**src/rtl/dmaPkg.sv**
```systemverilog
package dmaPkg;
  typedef enum logic [2:0] {
    ST_IDLE,
    ST_ARB,
    ST_DEVGET,
    ST_MEMACC,
    ST_DEVPUT
  } dmaState_e;

  typedef struct packed {
    logic finish;
    logic capture;
    logic step;
  } dmaStrobe_t;

  localparam logic [1:0] REG_ADDR  = 2'd0;
  localparam logic [1:0] REG_COUNT = 2'd1;
  localparam logic [1:0] REG_CTRL  = 2'd2;

  localparam int CB_IRQ   = 31;
  localparam int CB_IE    = 30;
  localparam int CB_BUSY  = 4;
  localparam int CB_START = 3;
  localparam int CB_BURST = 2;
  localparam int CB_DONE  = 1;
  localparam int CB_DIR   = 0;
endpackage

```
**src/rtl/dmaDatapath.sv**
```systemverilog
module dmaDatapath
  import dmaPkg::*;
#(
  parameter int ADDR_W = 32,
  parameter int CNT_W  = 16,
  parameter int DATA_W = 32
) (
  input  logic              clk,
  input  logic              rstN,
  input  logic [1:0]        regAddr,
  input  logic              regWrEn,
  input  logic [31:0]       regWrData,
  output logic [31:0]       regRdData,
  input  logic              busy,
  input  dmaStrobe_t        strb,
  output logic              startPulse,
  output logic              startDir,
  output logic              startBurst,
  output logic              cntZero,
  output logic              cntOne,
  output logic              dirRead,
  output logic              burstMode,
  output logic [ADDR_W-1:0] curAddr,
  output logic [DATA_W-1:0] bufData,
  input  logic [DATA_W-1:0] memRdata,
  input  logic [DATA_W-1:0] devRxData,
  output logic              irqOut
);
  localparam int unsigned WORD_BYTES = DATA_W / 8;

  logic [ADDR_W-1:0] addrReg;
  logic [CNT_W-1:0]  cntReg;
  logic [DATA_W-1:0] bufReg;
  logic ieReg, irqReg, doneReg, dirReg, burstReg;
  logic ctrlWr, addrWr, cntWr, ieEff;

  assign ctrlWr     = regWrEn && (regAddr == REG_CTRL);
  assign addrWr     = regWrEn && (regAddr == REG_ADDR) && !busy;
  assign cntWr      = regWrEn && (regAddr == REG_COUNT) && !busy;
  assign startPulse = ctrlWr && regWrData[CB_START] && !busy;
  assign startDir   = regWrData[CB_DIR];
  assign startBurst = regWrData[CB_BURST];
  assign ieEff      = ctrlWr ? regWrData[CB_IE] : ieReg;

  always_ff @(posedge clk) begin
    if (!rstN) begin
      addrReg  <= '0;
      cntReg   <= '0;
      bufReg   <= '0;
      ieReg    <= 1'b0;
      irqReg   <= 1'b0;
      doneReg  <= 1'b0;
      dirReg   <= 1'b0;
      burstReg <= 1'b0;
    end else begin
      if (addrWr)         addrReg <= regWrData[ADDR_W-1:0];
      else if (strb.step) addrReg <= addrReg + ADDR_W'(WORD_BYTES);

      if (cntWr)          cntReg <= regWrData[CNT_W-1:0];
      else if (strb.step) cntReg <= cntReg - CNT_W'(1);

      if (ctrlWr) ieReg <= regWrData[CB_IE];
      if (ctrlWr && !busy) begin
        dirReg   <= regWrData[CB_DIR];
        burstReg <= regWrData[CB_BURST];
      end

      if (strb.finish)     doneReg <= 1'b1;
      else if (startPulse) doneReg <= 1'b0;

      if (strb.finish && ieEff)               irqReg <= 1'b1;
      else if (ctrlWr && regWrData[CB_IRQ])   irqReg <= 1'b0;

      if (strb.capture) bufReg <= dirReg ? memRdata : devRxData;
    end
  end

  always_comb begin
    regRdData = '0;
    unique case (regAddr)
      REG_ADDR:  regRdData = 32'(addrReg);
      REG_COUNT: regRdData = 32'(cntReg);
      REG_CTRL: begin
        regRdData[CB_IRQ]   = irqReg;
        regRdData[CB_IE]    = ieReg;
        regRdData[CB_BUSY]  = busy;
        regRdData[CB_BURST] = burstReg;
        regRdData[CB_DONE]  = doneReg;
        regRdData[CB_DIR]   = dirReg;
      end
      default: regRdData = '0;
    endcase
  end

  assign cntZero   = (cntReg == '0);
  assign cntOne    = (cntReg == CNT_W'(1));
  assign dirRead   = dirReg;
  assign burstMode = burstReg;
  assign curAddr   = addrReg;
  assign bufData   = bufReg;
  assign irqOut    = irqReg & ieReg;

  // the control never steps an exhausted count
  a_r5_no_underflow: assert property (@(posedge clk) disable iff (!rstN)
    strb.step |-> !cntZero);

  // address and count frozen while busy except on a beat
  a_r11_addr_frozen: assert property (@(posedge clk) disable iff (!rstN)
    (busy && !strb.step) |=> $stable(addrReg));
  a_r11_count_frozen: assert property (@(posedge clk) disable iff (!rstN)
    (busy && !strb.step) |=> $stable(cntReg));

  // a real start clears done
  a_r2_done_clears: assert property (@(posedge clk) disable iff (!rstN)
    (startPulse && !cntZero) |=> !doneReg);

  // zero-count start finishes at once
  a_r9_zero_finish: assert property (@(posedge clk) disable iff (!rstN)
    (startPulse && cntZero) |=> (doneReg && !busy));

  // the flag only rises together with done
  a_r8_irq_with_done: assert property (@(posedge clk) disable iff (!rstN)
    $rose(irqReg) |-> doneReg);
endmodule

```
**src/rtl/dmaControl.sv**
```systemverilog
module dmaControl
  import dmaPkg::*;
(
  input  logic       clk,
  input  logic       rstN,
  input  logic       startPulse,
  input  logic       startDir,
  input  logic       startBurst,
  input  logic       cntZero,
  input  logic       cntOne,
  input  logic       dirRead,
  input  logic       burstMode,
  input  logic       busGrant,
  output logic       busReq,
  output logic       memValid,
  input  logic       memReady,
  output logic       memWrite,
  input  logic       devRxValid,
  output logic       devRxReady,
  output logic       devTxValid,
  input  logic       devTxReady,
  output logic       busy,
  output dmaStrobe_t strb
);
  dmaState_e state, nxt;

  always_ff @(posedge clk) begin
    if (!rstN) state <= ST_IDLE;
    else       state <= nxt;
  end

  always_comb begin
    nxt        = state;
    strb       = '0;
    memValid   = 1'b0;
    memWrite   = 1'b0;
    devRxReady = 1'b0;
    devTxValid = 1'b0;
    unique case (state)
      ST_IDLE: begin
        if (startPulse) begin
          if (cntZero)                    strb.finish = 1'b1;
          else if (startBurst || startDir) nxt = ST_ARB;
          else                            nxt = ST_DEVGET;
        end
      end
      ST_ARB: begin
        if (busGrant) nxt = (burstMode && !dirRead) ? ST_DEVGET : ST_MEMACC;
      end
      ST_DEVGET: begin
        devRxReady = 1'b1;
        if (devRxValid) begin
          strb.capture = 1'b1;
          nxt = burstMode ? ST_MEMACC : ST_ARB;
        end
      end
      ST_MEMACC: begin
        memValid = 1'b1;
        memWrite = !dirRead;
        if (memReady) begin
          strb.step = 1'b1;
          if (dirRead) begin
            strb.capture = 1'b1;
            nxt = ST_DEVPUT;
          end else if (cntOne) begin
            strb.finish = 1'b1;
            nxt = ST_IDLE;
          end else begin
            nxt = ST_DEVGET;
          end
        end
      end
      ST_DEVPUT: begin
        devTxValid = 1'b1;
        if (devTxReady) begin
          if (cntZero) begin
            strb.finish = 1'b1;
            nxt = ST_IDLE;
          end else begin
            nxt = burstMode ? ST_MEMACC : ST_ARB;
          end
        end
      end
      default: nxt = ST_IDLE;
    endcase
  end

  assign busy   = (state != ST_IDLE);
  assign busReq = busy && (burstMode || state == ST_ARB || state == ST_MEMACC);

  // memory is touched only under a bus request
  a_r6_mem_under_req: assert property (@(posedge clk) disable iff (!rstN)
    memValid |-> busReq);

  // cycle stealing gives the bus back after each beat
  a_r7_steal_release: assert property (@(posedge clk) disable iff (!rstN)
    (memValid && memReady && !burstMode) |=> !busReq);

  // burst keeps the request until the block ends
  a_r7_burst_hold: assert property (@(posedge clk) disable iff (!rstN)
    (busReq && burstMode && !strb.finish) |=> busReq);
endmodule

```
**src/rtl/dmaBlockMover.sv**
```systemverilog
module dmaBlockMover
  import dmaPkg::*;
#(
  parameter int ADDR_W = 32,
  parameter int CNT_W  = 16,
  parameter int DATA_W = 32
) (
  input  logic              clk,
  input  logic              rstN,
  input  logic [1:0]        regAddr,
  input  logic              regWrEn,
  input  logic [31:0]       regWrData,
  output logic [31:0]       regRdData,
  output logic              busReq,
  input  logic              busGrant,
  output logic              memValid,
  input  logic              memReady,
  output logic              memWrite,
  output logic [ADDR_W-1:0] memAddr,
  output logic [DATA_W-1:0] memWdata,
  input  logic [DATA_W-1:0] memRdata,
  input  logic              devRxValid,
  output logic              devRxReady,
  input  logic [DATA_W-1:0] devRxData,
  output logic              devTxValid,
  input  logic              devTxReady,
  output logic [DATA_W-1:0] devTxData,
  output logic              irq
);
  dmaStrobe_t        strb;
  logic              busy, startPulse, startDir, startBurst;
  logic              cntZero, cntOne, dirRead, burstMode;
  logic [DATA_W-1:0] bufData;

  dmaDatapath #(.ADDR_W(ADDR_W), .CNT_W(CNT_W), .DATA_W(DATA_W)) u_dp (
    .clk        (clk),
    .rstN       (rstN),
    .regAddr    (regAddr),
    .regWrEn    (regWrEn),
    .regWrData  (regWrData),
    .regRdData  (regRdData),
    .busy       (busy),
    .strb       (strb),
    .startPulse (startPulse),
    .startDir   (startDir),
    .startBurst (startBurst),
    .cntZero    (cntZero),
    .cntOne     (cntOne),
    .dirRead    (dirRead),
    .burstMode  (burstMode),
    .curAddr    (memAddr),
    .bufData    (bufData),
    .memRdata   (memRdata),
    .devRxData  (devRxData),
    .irqOut     (irq)
  );

  dmaControl u_ctl (
    .clk        (clk),
    .rstN       (rstN),
    .startPulse (startPulse),
    .startDir   (startDir),
    .startBurst (startBurst),
    .cntZero    (cntZero),
    .cntOne     (cntOne),
    .dirRead    (dirRead),
    .burstMode  (burstMode),
    .busGrant   (busGrant),
    .busReq     (busReq),
    .memValid   (memValid),
    .memReady   (memReady),
    .memWrite   (memWrite),
    .devRxValid (devRxValid),
    .devRxReady (devRxReady),
    .devTxValid (devTxValid),
    .devTxReady (devTxReady),
    .busy       (busy),
    .strb       (strb)
  );

  assign memWdata  = bufData;
  assign devTxData = bufData;

  // a pending memory request keeps its address until accepted
  a_r6_hold_addr: assert property (@(posedge clk) disable iff (!rstN)
    (memValid && !memReady) |=> (memValid && $stable(memAddr)));
endmodule

```
**config.mk**
```make
export PLATFORM = sky130hd
export DESIGN_NAME = dmaBlockMover
export DESIGN_NICKNAME = d
export VERILOG_FILES = /design/src/rtl/dmaPkg.sv /design/src/rtl/dmaDatapath.sv /design/src/rtl/dmaControl.sv /design/src/rtl/dmaBlockMover.sv
export SDC_FILE = /design/constraint.sdc
export NUM_CORES = 1
export LEC_CHECK = 0
export BUFFER_PORTS_ARGS = -buffer_cell sky130_fd_sc_hd__buf_2
export CORE_UTILIZATION = 51
export DETAILED_ROUTE_END_ITERATION = 12
export PLACE_DENSITY = 0.85
export SLEW_MARGIN = 20
export SYNTH_ARGS = -nofsm -noshare
export SYNTH_HDL_FRONTEND = slang
export SYNTH_SLANG_ARGS = --single-unit
```
**constraint.sdc**
```tcl
create_clock -name clk -period 6.6 [get_ports clk]
set_clock_uncertainty 0.15 [all_clocks]
set_input_delay 0.66 -clock clk [delete_from_list [all_inputs] [get_ports clk]]
set_output_delay 0.66 -clock clk [all_outputs]
set_load 0.01 [all_outputs]
```
==> results.tsv, run 1 <==
stage	metric	value	unit
status	run_status	finished clean	
final_layout	layout.cell_area.non_filler	6390	µm²
synth	synth_cell_types	54	
grt	overall_routing_resource_usage	0.3001	
cts	cts_max_path_buffers	2	
critical_path	worst-endpoint-arrival	3.21	ns
critical_path	worst-r2r-setup-slack	3.85	ns
worst_hold_path	hold_path.startpoint	u_dp.doneReg	
critical_path	crit_required	6.71	ns
synth	syn_area_per_cell	8.033	µm²
detailed_routing	finalWirelength	16650	µm
sta	timing.hold.ws	0.3142	ns
final_layout	area_growth_syn_to_layout	21.62	%
final_layout	antenna-diode-count	0	
critical_path	reg2reg_to	u_dp.curAddr[28]	
cts	holdBufCountCts	0	
placed_design	buffer_ports.inserted	238	
final_layout	drive_gt1_frac	0.3209	
die	fp.dieArea	10710	µm²
sta	fin_tns_setup	0	ns
cts	ctsRootBufferMaster	clkbuf_8	
synth	synth.ff_latch_count	88	
critical_path	crit_type	input pin to register	
critical_path	max_stage_delay	0.69	ns
sta	period_minus_slack	3.097	ns
die	pin_count	239	
die	start_util	0.5326	
cts	cts-buffers-inserted	9	
worst_hold_path	min_path_type	register to register	
die	die_h	103.5	µm
grt	largest_net_degree_at_the_start_of_global_routing	75	
synth	yosys_warnings	0	
sta	maxSlewHeadroom	0.2682	
die	dieWidth	103.5	µm
power_and_ir_drop	power.density_cell_area	178.8	nW/µm²
critical_path	r2r.worst_path.cells	5	
sta	number_of_pins_exceeding_their_max_slew_limit_in_the_final_report	0	
worst_hold_path	timing.hold.worst_endpoint	u_dp.doneReg	
critical_path	critical_path.cell_chain	buf_2 -> nor2_1 -> nand3_1 -> buf_4 -> nand3_1 -> nand2_1 -> o31a_1	
synth	synthFlopType	dfxtp_1	
die	placementRows	36	
detailed_routing	antenna_violating_nets_post_route	0	
cts	numClockSinks	88	
sta	setup_viol_count_final	0	
cts	cts_tree	done	
synth	synth_area	5254	µm²
placed_design	place_area	6211	µm²
detailed_routing	drt_drc_violations_left	0	
synth	top_cell_type_by_total_area_after_synthesis	dfxtp_1	
sta	grt_setup_unrepaired	no	
synth	postSynthNetCount	762	
cts	post_cts.repair.setup_buffers	0	
run	max_cap_violations	0	
grt	antenna_found_initial	0	
synth	post_synth_inst_count	654	
die	design.core.area	9864	µm²
sta	achievable-frequency	322.8	MHz
critical_path	timing.critical_path.from_type	input pin	
sta	portion_of_the_clock_cycle_consumed_by_the_worst_path_in_the_final_layout	0.4693	
cts	worst_setup_hold_path_clk_slew	0.09	ns
power_and_ir_drop	leakagePower	0.002819	µW
grt	groute.layer.met2.usage	0.5155	
power_and_ir_drop	power.ir.vdd_worst	0.0001150	V
synth	synth_top_area_share	0.3353	
cts	post_cts_resized	0	
grt	globalRoute.totalOverflow	0	
grt	grtUsageMet3	0.05040	
critical_path	crit_slowest_cell	nand3_1	
sta	timing_hold_violations_final	0	
detailed_routing	wire_per_inst	17.26	µm
detailed_routing	drt_first_iter_violations	424	
synth	synth_edf_count	0	
critical_path	timing.rr.start	u_ctl.state[1]	
critical_path	critical_path.most_common_cell	nand3_1	
placed_design	globalplace.congestion	0.9078	
grt	grt_pass1_wl	24670	µm
detailed_routing	route.vias.total	5682	
grt	first_global_vias	4883	
worst_hold_path	timing.hold.worst_path_depth	2	
grt	use_met1	0.3639	
cts	htree_num_levels	3	
critical_path	end_kind	register	
cts	clk-insertion-delay-late	0.36	ns
synth	synth_area_leaders	dfxtp_1, mux2i_1, nor2_1	
grt	global_route.peak_usage_layer	met2	
sta	worst_slew_pin_slew	1.098	ns
final_layout	fillers	872	
final_layout	finalNetCount	935	
detailed_routing	avgViaCountPerCell	5.888	
synth	async_flop_share	0	
critical_path	critical_path_peak_fanout	25	
critical_path	crit_buf_inv	2	
placed_design	place_hpwl	12110	µm
detailed_routing	drtPass1Iterations	5	
synth	fraction_of_the_yosys_area_taken_by_sequential_cells	0.3353	
critical_path	critical_path_s_top_delay_family	simple AND/OR/NAND/NOR gates	
[placed cells by master, fill, tap and decap left out, types with 4 or more instances in the layout]
cell and instances:
or3_1 9, a2bb2oi_1 6, xnor2_1 7, a221oi_1 4, and4_1 6, and2_1 14
o31a_1 4, dfxtp_1 87, and3_1 8, nand3_1 25, nand2_1 37, xor2_1 10
o21ai_0 31, buf_2 238, a22oi_1 5, a211oi_1 38, inv_1 9, nor4_1 4
clkbuf_8 9, nand4_1 15, nor3_1 13, mux2i_1 55, buf_4 4, a21oi_1 41
a31oi_1 10, nor2_1 87
[cell usage after synthesis, drive strengths merged, types with 4 or more instances]
master	instances
nand2	37
nor4	7
buf	50
nand3	25
a2bb2oi	6
xnor2	7
o31a	4
and3	8
mux2i	55
xor2	10
dfxtp	88
and2	14
nor2	87
a21oi	41
or3	9
and4	6
inv	10
nor3	13
a22oi	5
a221oi	4
clkbuf	30
o21ai	31
a211oi	38
a31oi	10
nand4	17
[metrics by stage]
step | util | worst slack (ns) | std cells | power [µW]
after floorplan | - | 4.061 | 654 | 716.7
after global placement | 0.6296 | 3.301 | 949 | 797.4
after detailed placement | 0.6296 | 3.227 | 949 | 801.1
after CTS | 0.6478 | 3.601 | 965 | 1145
after global routing | 0.6478 | 3.270 | 965 | 1195
final | 0.6478 | 3.503 | 965 | 1142
[report_power, final]
part	switching, µW	internal, µW
registers	36.8	552
logic	114	90.3
clock network	207	142
total	358	784
[sequential cells by signal, indices dropped and copies added, names as in the netlist]
register,count
u_dp.ieReg,1
u_dp.cntReg,16
u_dp.curAddr,32
u_dp.bufData,32
u_dp.burstMode,1
u_dp.dirRead,1
u_dp.doneReg,1
u_ctl.state,3
u_dp.irqReg,1
[how the worst max path moves through the flow]
| stage | slack [ns] | from | endpoint | cells after the start |
|---|---|---|---|---|
| CTS | 3.60 | regAddr[0] | u_dp.curAddr[24] | 7 |
| finish | 3.50 | regAddr[0] | u_dp.curAddr[24] | 7 |
| floorplan | 4.06 | regAddr[0] | regRdData[0] | 4 |
| global route | 3.27 | regAddr[0] | u_dp.curAddr[24] | 7 |
| global placement | 3.30 | regAddr[0] | u_dp.curAddr[24] | 7 |
| detailed placement | 3.23 | regAddr[0] | u_dp.curAddr[24] | 7 |
[per-layer routing]
layer | vias to the layer above | share of wire
met2 | 279 | 0.49
li1 | 2716 | -
met5 | - | 0
met1 | 2638 | 0.40
met4 | 0 | 0.036
met3 | 49 | 0.073
[final cells by class]
| cell class | instances | area [µm²] | share of cell area |
|---|---|---|---|
| sequential | 88 | 1763 | 0.2759 |
| clock inverter | 6 | 51.30 | 0.008028 |
| clock buffer | 10 | 127.6 | 0.01997 |
| inverter | 10 | 37.54 | 0.005874 |
| timing repair buffer | 242 | 1221 | 0.1911 |
| multi-input combinational | 476 | 3023 | 0.4731 |
| tap | 133 | 166.4 | 0.02604 |
[worst register-to-register path, stage by stage, from the launching register on]
cell       delay (ns)
dfxtp_1          0.66
nand4b_4         0.46
or2_1            0.51
or4b_1           0.60
a2bb2oi_1        0.15
a21oi_1          0.16
[cell families (layout without fill, tap and decap cells)]
| group | after synthesis | count (layout) | share of synthesized area |
|---|---|---|---|
| xor+xnor | 17 | 17 | 0.02834 |
| mux | 55 | 55 | 0.1048 |
| buf+inv | 90 | 268 | 0.08954 |
| simple gates | 243 | 243 | 0.2396 |
| compound gates | 158 | 158 | 0.1953 |
| flops | 88 | 88 | 0.3353 |
| fa+ha+maj | 3 | 3 | 0.007145 |
Note: power is estimated with default switching activity, not from simulation.
==> inputs of run 2 (changes only) <==
--- a/config.mk
+++ b/config.mk
@@ -6,9 +6,9 @@
 export NUM_CORES = 1
 export LEC_CHECK = 0
 export BUFFER_PORTS_ARGS = -buffer_cell sky130_fd_sc_hd__buf_2
-export CORE_UTILIZATION = 51
+export CORE_UTILIZATION = 48
 export DETAILED_ROUTE_END_ITERATION = 12
-export PLACE_DENSITY = 0.85
+export PLACE_DENSITY = 0.81
 export SLEW_MARGIN = 20
 export SYNTH_ARGS = -nofsm -noshare
 export SYNTH_HDL_FRONTEND = slang
==> constraint.sdc (replaced) <==
create_clock -name clk -period 3.2 [get_ports clk]
set_clock_uncertainty 0.15 [all_clocks]
set_input_delay 0.32 -clock clk [delete_from_list [all_inputs] [get_ports clk]]
set_output_delay 0.32 -clock clk [all_outputs]
set_load 0.01 [all_outputs]
==> results.tsv, run 2 (same netlist as run 1, synthesis figures left out) <==
stage	metric	value	unit
critical_path	end_kind	register	
sta	worst_slew_pin_slew	0.7597	ns
final_layout	area_growth_syn_to_layout	23.55	%
final_layout	multi_input_logic_area	3023	µm²
critical_path	cp_num_cells	6	
cts	holdBufCountCts	0	
sta	maxSlewHeadroom	0.4928	
detailed_routing	drtPass1Iterations	5	
placed_design	place_hpwl	12940	µm
grt	grt_pass1_wl	25440	µm
critical_path	critPathLaunch	u_dp.curAddr[3]	
placed_design	buffer_ports.inserted	238	
final_layout	final-seq-area	1763	µm²
sta	number_of_pins_exceeding_their_max_slew_limit_in_the_final_report	0	
critical_path	worst-endpoint-arrival	2.64	ns
grt	overall_routing_resource_usage	0.2852	
power_and_ir_drop	power.share.switching	0.3119	
detailed_routing	drt_drc_violations_left	0	
detailed_routing	route.vias.total	5730	
sta	portion_of_the_clock_cycle_consumed_by_the_worst_path_in_the_final_layout	0.7808	
critical_path	crit_type	register to register	
grt	first_global_vias	4995	
power_and_ir_drop	power.internal	1643	µW
die	dieWidth	106.6	µm
sta	timing.hold.ws	0.06595	ns
final_layout	layout.cell_area.non_filler	6491	µm²
grt	groute.layer.met2.usage	0.4931	
grt	antenna_found_initial	0	
detailed_routing	wire_per_inst	17.52	µm
sta	period_minus_slack	2.498	ns
cts	ctsRootBufferMaster	clkbuf_8	
placed_design	globalplace.congestion	0.8954	
sta	setup_viol_count_final	0	
run	max_cap_violations	0	
power_and_ir_drop	leakagePower	0.002878	µW
placed_design	instance_count_after_placement_with_tap_cells_included	962	
final_layout	drive_gt1_frac	0.3302	
cts	post_cts.repair.setup_buffers	0	
die	fp.dieArea	11370	µm²
final_layout	fin_util	0.6204	
sta	achievable-frequency	400.2	MHz
cts	cts-buffers-inserted	9	
final_layout	final_cell_count_no_fill	978	
power_and_ir_drop	comb_power_share	0.181	
critical_path	timing.rr.start	u_dp.curAddr[3]	
cts	htree_num_levels	3	
final_layout	fillers	986	
critical_path	timing.critical_path.to	u_dp.curAddr[16]	
worst_hold_path	min_path_type	input pin to register	
worst_hold_path	hold_path.startpoint	regWrData[16]	
die	placementRows	37	
detailed_routing	finalWirelength	17130	µm
cts	cts_max_path_buffers	2	
placed_design	place_area	6302	µm²
critical_path	timing.critical_path.from_type	register	
critical_path	max_stage_delay	0.65	ns
grt	global_route.peak_usage_layer	met2	
die	die_h	106.6	µm
critical_path	r2r.worst_path.cells	6	
power_and_ir_drop	switchingPower	744.6	µW
grt	largest_net_degree_at_the_start_of_global_routing	65	
sta	grt_setup_unrepaired	no	
critical_path	critical_path_s_top_delay_family	simple AND/OR/NAND/NOR gates	
critical_path	reg2reg_to	u_dp.curAddr[16]	
critical_path	critical_path.most_common_cell	nand4_1	
final_layout	layout.cells.most_common	buf_2	
power_and_ir_drop	power.ir.vdd_worst	0.0002802	V
die	start_util	0.5022	
final_layout	finalNetCount	945	
critical_path	crit_required	3.34	ns
detailed_routing	avgViaCountPerCell	5.859	
power_and_ir_drop	seq_power_share	0.508	
final_layout	layout_common_cells	buf_2, nor2_1, dfxtp_1	
cts	worst_setup_hold_path_clk_slew	0.09	ns
grt	use_met1	0.3534	
grt	grtUsageMet3	0.04134	
critical_path	critical_path_peak_fanout	8	
final_layout	antenna-diode-count	0	
critical_path	critical_path.cell_chain	ha_1 -> nand4_1 -> nor3_1 -> nand4_1 -> or3_1 -> a31oi_1	
critical_path	crit_slowest_cell	nor3_1	
sta	fin_tns_setup	0	ns
power_and_ir_drop	power.density_cell_area	367.8	nW/µm²
cts	post_cts_resized	0	
critical_path	crit_buf_inv	0	
die	design.core.area	10460	µm²
critical_path	worst-r2r-setup-slack	0.70	ns
grt	globalRoute.totalOverflow	0	
die	pin_count	239	
cts	numClockSinks	88	
cts	cts_tree	done	
detailed_routing	drt_first_iter_violations	576	
sta	timing_hold_violations_final	0	
detailed_routing	antenna_violating_nets_post_route	0	
power_and_ir_drop	share_clk_of_total_power	0.311	
cts	clk-insertion-delay-late	0.36	ns
status	run_status	finished clean	
==> run 2: cell types whose count changed in the layout (fill, tap and decap cells not counted), sizes merged <==
cell  change
buf      +10
==> run 2: worst min-delay path by stage <==
stage	cells after the start	slack, ns	to
2_1_floorplan	2	0.29	u_dp.doneReg
3_3_place_gp	2	0.31	u_dp.doneReg
3_5_place_dp	2	0.32	u_dp.doneReg
4_1_cts	3	0.05	u_dp.curAddr[16]
5_1_grt	3	0.06	u_dp.curAddr[16]
6_report	3	0.07	u_dp.curAddr[16]
==> run 2: final cells by class <==
class	instances	area share
timing repair buffer	252	0.2016
multi-input combinational	476	0.4657
inverter	10	0.005783
tap	136	0.02621
sequential	88	0.2716
clock buffer	10	0.02120
clock inverter	6	0.007903
==> run 2: through the flow <==
| step | setup slack [ns] | total power (µW) |
|---|---|---|
| finish | 0.7015 | 2387 |
| global route | 0.5184 | 2481 |
| CTS | 0.7595 | 2396 |
| detailed placement | 0.7740 | 1662 |
| global placement | 0.7906 | 1655 |
| floorplan | 0.9965 | 1478 |
==> run 2: worst reg2reg max path, stage by stage, from the launching register on <==
cell and delay, ns:
dfxtp_1 0.53, ha_1 0.26, nand4_1 0.21, nor3_1 0.65
nand4_1 0.15, or3_1 0.33, a31oi_1 0.15
==> run 2: power by group through the flow <==
stage	clock, µW	sequential, µW	combinational (µW)
finish	743	1210	432
global route	796	1220	466
CTS	756	1210	430
detailed placement	0	1240	427
global placement	0	1230	421
floorplan	0	1220	255
==> run 2: metal layers <==
layer / wire length, µm / up-vias
met5: 0 / -
met3: 1416 / 37
met2: 8351 / 301
met1: 6788 / 2658
li1: - / 2734
met4: 577 / 0
==> inputs of run 3 (changes only) <==
--- a/config.mk
+++ b/config.mk
@@ -5,10 +5,11 @@
 export SDC_FILE = /design/constraint.sdc
 export NUM_CORES = 1
 export LEC_CHECK = 0
+export ABC_AREA = 1
 export BUFFER_PORTS_ARGS = -buffer_cell sky130_fd_sc_hd__buf_2
-export CORE_UTILIZATION = 48
+export CORE_UTILIZATION = 44
 export DETAILED_ROUTE_END_ITERATION = 12
-export PLACE_DENSITY = 0.81
+export PLACE_DENSITY = 0.77
 export SLEW_MARGIN = 20
 export SYNTH_ARGS = -nofsm -noshare
 export SYNTH_HDL_FRONTEND = slang
==> constraint.sdc (replaced) <==
create_clock -name clk -period 2.2 [get_ports clk]
set_clock_uncertainty 0.15 [all_clocks]
set_input_delay 0.22 -clock clk [delete_from_list [all_inputs] [get_ports clk]]
set_output_delay 0.22 -clock clk [all_outputs]
set_load 0.01 [all_outputs]
==> results.tsv, run 3 <==
stage	metric	value	unit
synth	yosys.area_share.simple	0.2871	
critical_path	r2r.worst_path.cells	10	
final_layout	area_growth_syn_to_layout	26.87	%
synth	fraction_of_the_yosys_area_taken_by_sequential_cells	0.3127	
final_layout	final-seq-area	1763	µm²
sta	achievable-frequency	496.5	MHz
die	dieWidth	115.2	µm
synth	synth_cell_types	40	
final_layout	layout_common_cells	buf_2, nand2_1, nor2_1	
final_layout	finalNetCount	1157	
synth	synth_area	5634	µm²
cts	ctsRootBufferMaster	clkbuf_16	
cts	post_cts_resized	0	
worst_hold_path	timing.hold.worst_endpoint	u_dp.curAddr[13]	
placed_design	globalplace.congestion	0.9702	
worst_hold_path	hold_path.startpoint	regWrData[13]	
detailed_routing	antenna_violating_nets_post_route	0	
final_layout	final_cell_count_no_fill	1222	
die	design.core.area	12260	µm²
final_layout	layout.cells.most_common	buf_2	
die	start_util	0.4595	
cts	cts-buffers-inserted	9	
sta	portion_of_the_clock_cycle_consumed_by_the_worst_path_in_the_final_layout	0.9155	
grt	largest_net_degree_at_the_start_of_global_routing	65	
synth	postSynthNetCount	954	
synth	synth_xor_area_frac	0.02487	
die	pin_count	239	
grt	globalRoute.totalOverflow	0	
placed_design	instance_count_after_placement_with_tap_cells_included	1202	
grt	grt_pass1_wl	28500	µm
synth	post_synth_inst_count	846	
die	die_h	115.2	µm
detailed_routing	route.vias.total	6296	
synth	synth_fa_ha_area_frac	0.006662	
power_and_ir_drop	leakagePower	0.003442	µW
synth	synth.ff_latch_count	88	
detailed_routing	finalWirelength	18560	µm
critical_path	critical_path_peak_fanout	5	
sta	period_minus_slack	2.014	ns
synth	synth_top_family_by_area	simple AND/OR/NAND/NOR gates	
synth	synth-compound-area-share	0.1661	
grt	antenna_found_initial	0	
critical_path	crit_buf_inv	2	
grt	overall_routing_resource_usage	0.2792	
synth	top_cell_type_by_total_area_after_synthesis	dfxtp_1	
synth	yosys.cell_count.top_type	nand2_1	
sta	timing_hold_violations_final	0	
sta	number_of_pins_exceeding_their_max_slew_limit_in_the_final_report	0	
critical_path	critical_path.cell_chain	ha_1 -> nand3_1 -> inv_1 -> nand2_1 -> inv_1 -> nand2_1 -> nor2_1 -> nand3_1 -> nand3_1 -> a21oi_1	
critical_path	max_stage_delay	0.40	ns
critical_path	worst-endpoint-arrival	2.08	ns
cts	numClockSinks	88	
critical_path	worst-r2r-setup-slack	0.19	ns
cts	htree_num_levels	3	
detailed_routing	avgViaCountPerCell	5.152	
cts	clk-insertion-delay-late	0.35	ns
sta	worst_slew_pin_slew	0.4685	ns
synth	yosys_warnings	0	
synth	syn_area_per_cell	6.660	µm²
status	run_status	finished clean	
final_layout	fillers	1207	
cts	cts_tree	done	
placed_design	buffer_ports.inserted	238	
worst_hold_path	min_path_type	input pin to register	
critical_path	crit_required	2.27	ns
synth	yosys-mux-area-fraction	0.05685	
sta	maxSlewHeadroom	0.6872	
cts	post_cts.repair.setup_buffers	0	
detailed_routing	drt_first_iter_violations	506	
power_and_ir_drop	power.ir.vdd_worst	0.0004838	V
cts	cts_max_path_buffers	2	
placed_design	place_hpwl	14170	µm
final_layout	antenna-diode-count	0	
critical_path	timing.rr.start	u_dp.curAddr[3]	
synth	synth_edf_count	0	
sta	setup_viol_count_final	0	
critical_path	crit_type	register to register	
synth	synthFlopType	dfxtp_1	
power_and_ir_drop	power.density_cell_area	605.4	nW/µm²
cts	holdBufCountCts	4	
critical_path	reg2reg_to	u_dp.curAddr[22]	
synth	async_flop_share	0	
final_layout	multi_input_logic_area	3059	µm²
synth	synthTopCellsByCount	nand2_1, nor2_1, inv_1	
die	fp.dieArea	13260	µm²
sta	fin_tns_setup	0	ns
die	placementRows	40	
sta	grt_setup_unrepaired	no	
synth	synth_top_area_share	0.3127	
cts	worst_setup_hold_path_clk_slew	0.07	ns
worst_hold_path	timing.hold.worst_path_depth	3	
critical_path	critical_path.most_common_cell	nand3_1	
detailed_routing	drt_drc_violations_left	0	
critical_path	crit_slowest_cell	dfxtp_1	
final_layout	drive_gt1_frac	0.2799	
critical_path	critical_path_s_top_delay_family	simple AND/OR/NAND/NOR gates	
synth	synth_area_leaders	dfxtp_1, nand2_1, nor2_1	
run	max_cap_violations	0	
critical_path	end_kind	register	
grt	first_global_vias	5532	
detailed_routing	drtPass1Iterations	5	
critical_path	timing.critical_path.from_type	register	
detailed_routing	wire_per_inst	15.18	µm
-- run 3: metrics by stage --
stage / power (µW) / hold WS, ns / cell area, µm² / setup slack (ns) / utilization
4_1_cts: 4349 / 0.001571 / 7148 / 0.2206 / 0.5830
6_report: 4327 / 0.004653 / 7148 / 0.1859 / 0.5830
3_5_place_dp: 2520 / 0.3432 / 6758 / 0.2326 / 0.5511
5_1_grt: 4515 / 0.0007733 / 7148 / 0.02368 / 0.5830
3_3_place_gp: 2515 / 0.3322 / 6758 / 0.2571 / 0.5511
2_1_floorplan: 2219 / 0.2171 / 5634 / 0.5579 / -
-- run 3: cell families after synthesis --
logic type / after synthesis
compound gates: 155
xor+xnor: 16
fa+ha+maj: 3
buf+inv: 164
flops: 88
mux: 32
simple gates: 388
-- run 3: report_power, final --
group          total (µW)  leakage [µW]  internal [µW]  switching (µW)
Combinational         769       0.00256            308             461
Sequential           1740      0.000714           1660            78.3
Clock                1820      0.000171           1120             697
-- run 3: how the worst max path moves through the flow --
stage,slack (ns),depth (start not counted),from,endpoint
2_1_floorplan,0.56,10,u_dp.curAddr[3],u_dp.curAddr[22]
3_3_place_gp,0.26,10,u_dp.curAddr[3],u_dp.curAddr[22]
6_report,0.19,10,u_dp.curAddr[3],u_dp.curAddr[22]
4_1_cts,0.22,10,u_dp.curAddr[3],u_dp.curAddr[22]
5_1_grt,0.02,10,u_dp.curAddr[3],u_dp.curAddr[22]
3_5_place_dp,0.23,10,u_dp.curAddr[3],u_dp.curAddr[22]
-- run 3: worst reg2reg max path, stage by stage (launching register included) --
cell and delay, ns:
dfxtp_1 0.40, ha_1 0.20, nand3_1 0.15, inv_1 0.11, nand2_1 0.13, inv_1 0.13, nand2_1 0.11, nor2_1 0.24
nand3_1 0.11, nand3_1 0.09, a21oi_1 0.08
-- run 3: routing by layer --
metal	share of wire	vias up	global-route usage	wire length (µm)
li1	-	3153	-	-
met1	0.41	2814	0.3398	7561
met2	0.49	302	0.4928	9043
met3	0.086	27	0.05851	1597
met4	0.019	0	0.08485	354
met5	0	-	0	0
-- run 3: layout make-up --
class	instances	area share
Multi-Input combinational cell	594	0.4280
Sequential cell	88	0.2466
Timing Repair Buffer	258	0.1943
Inverter	98	0.05269
Clock buffer	9	0.03151
Tap cell	168	0.02941
Clock inverter	7	0.01750
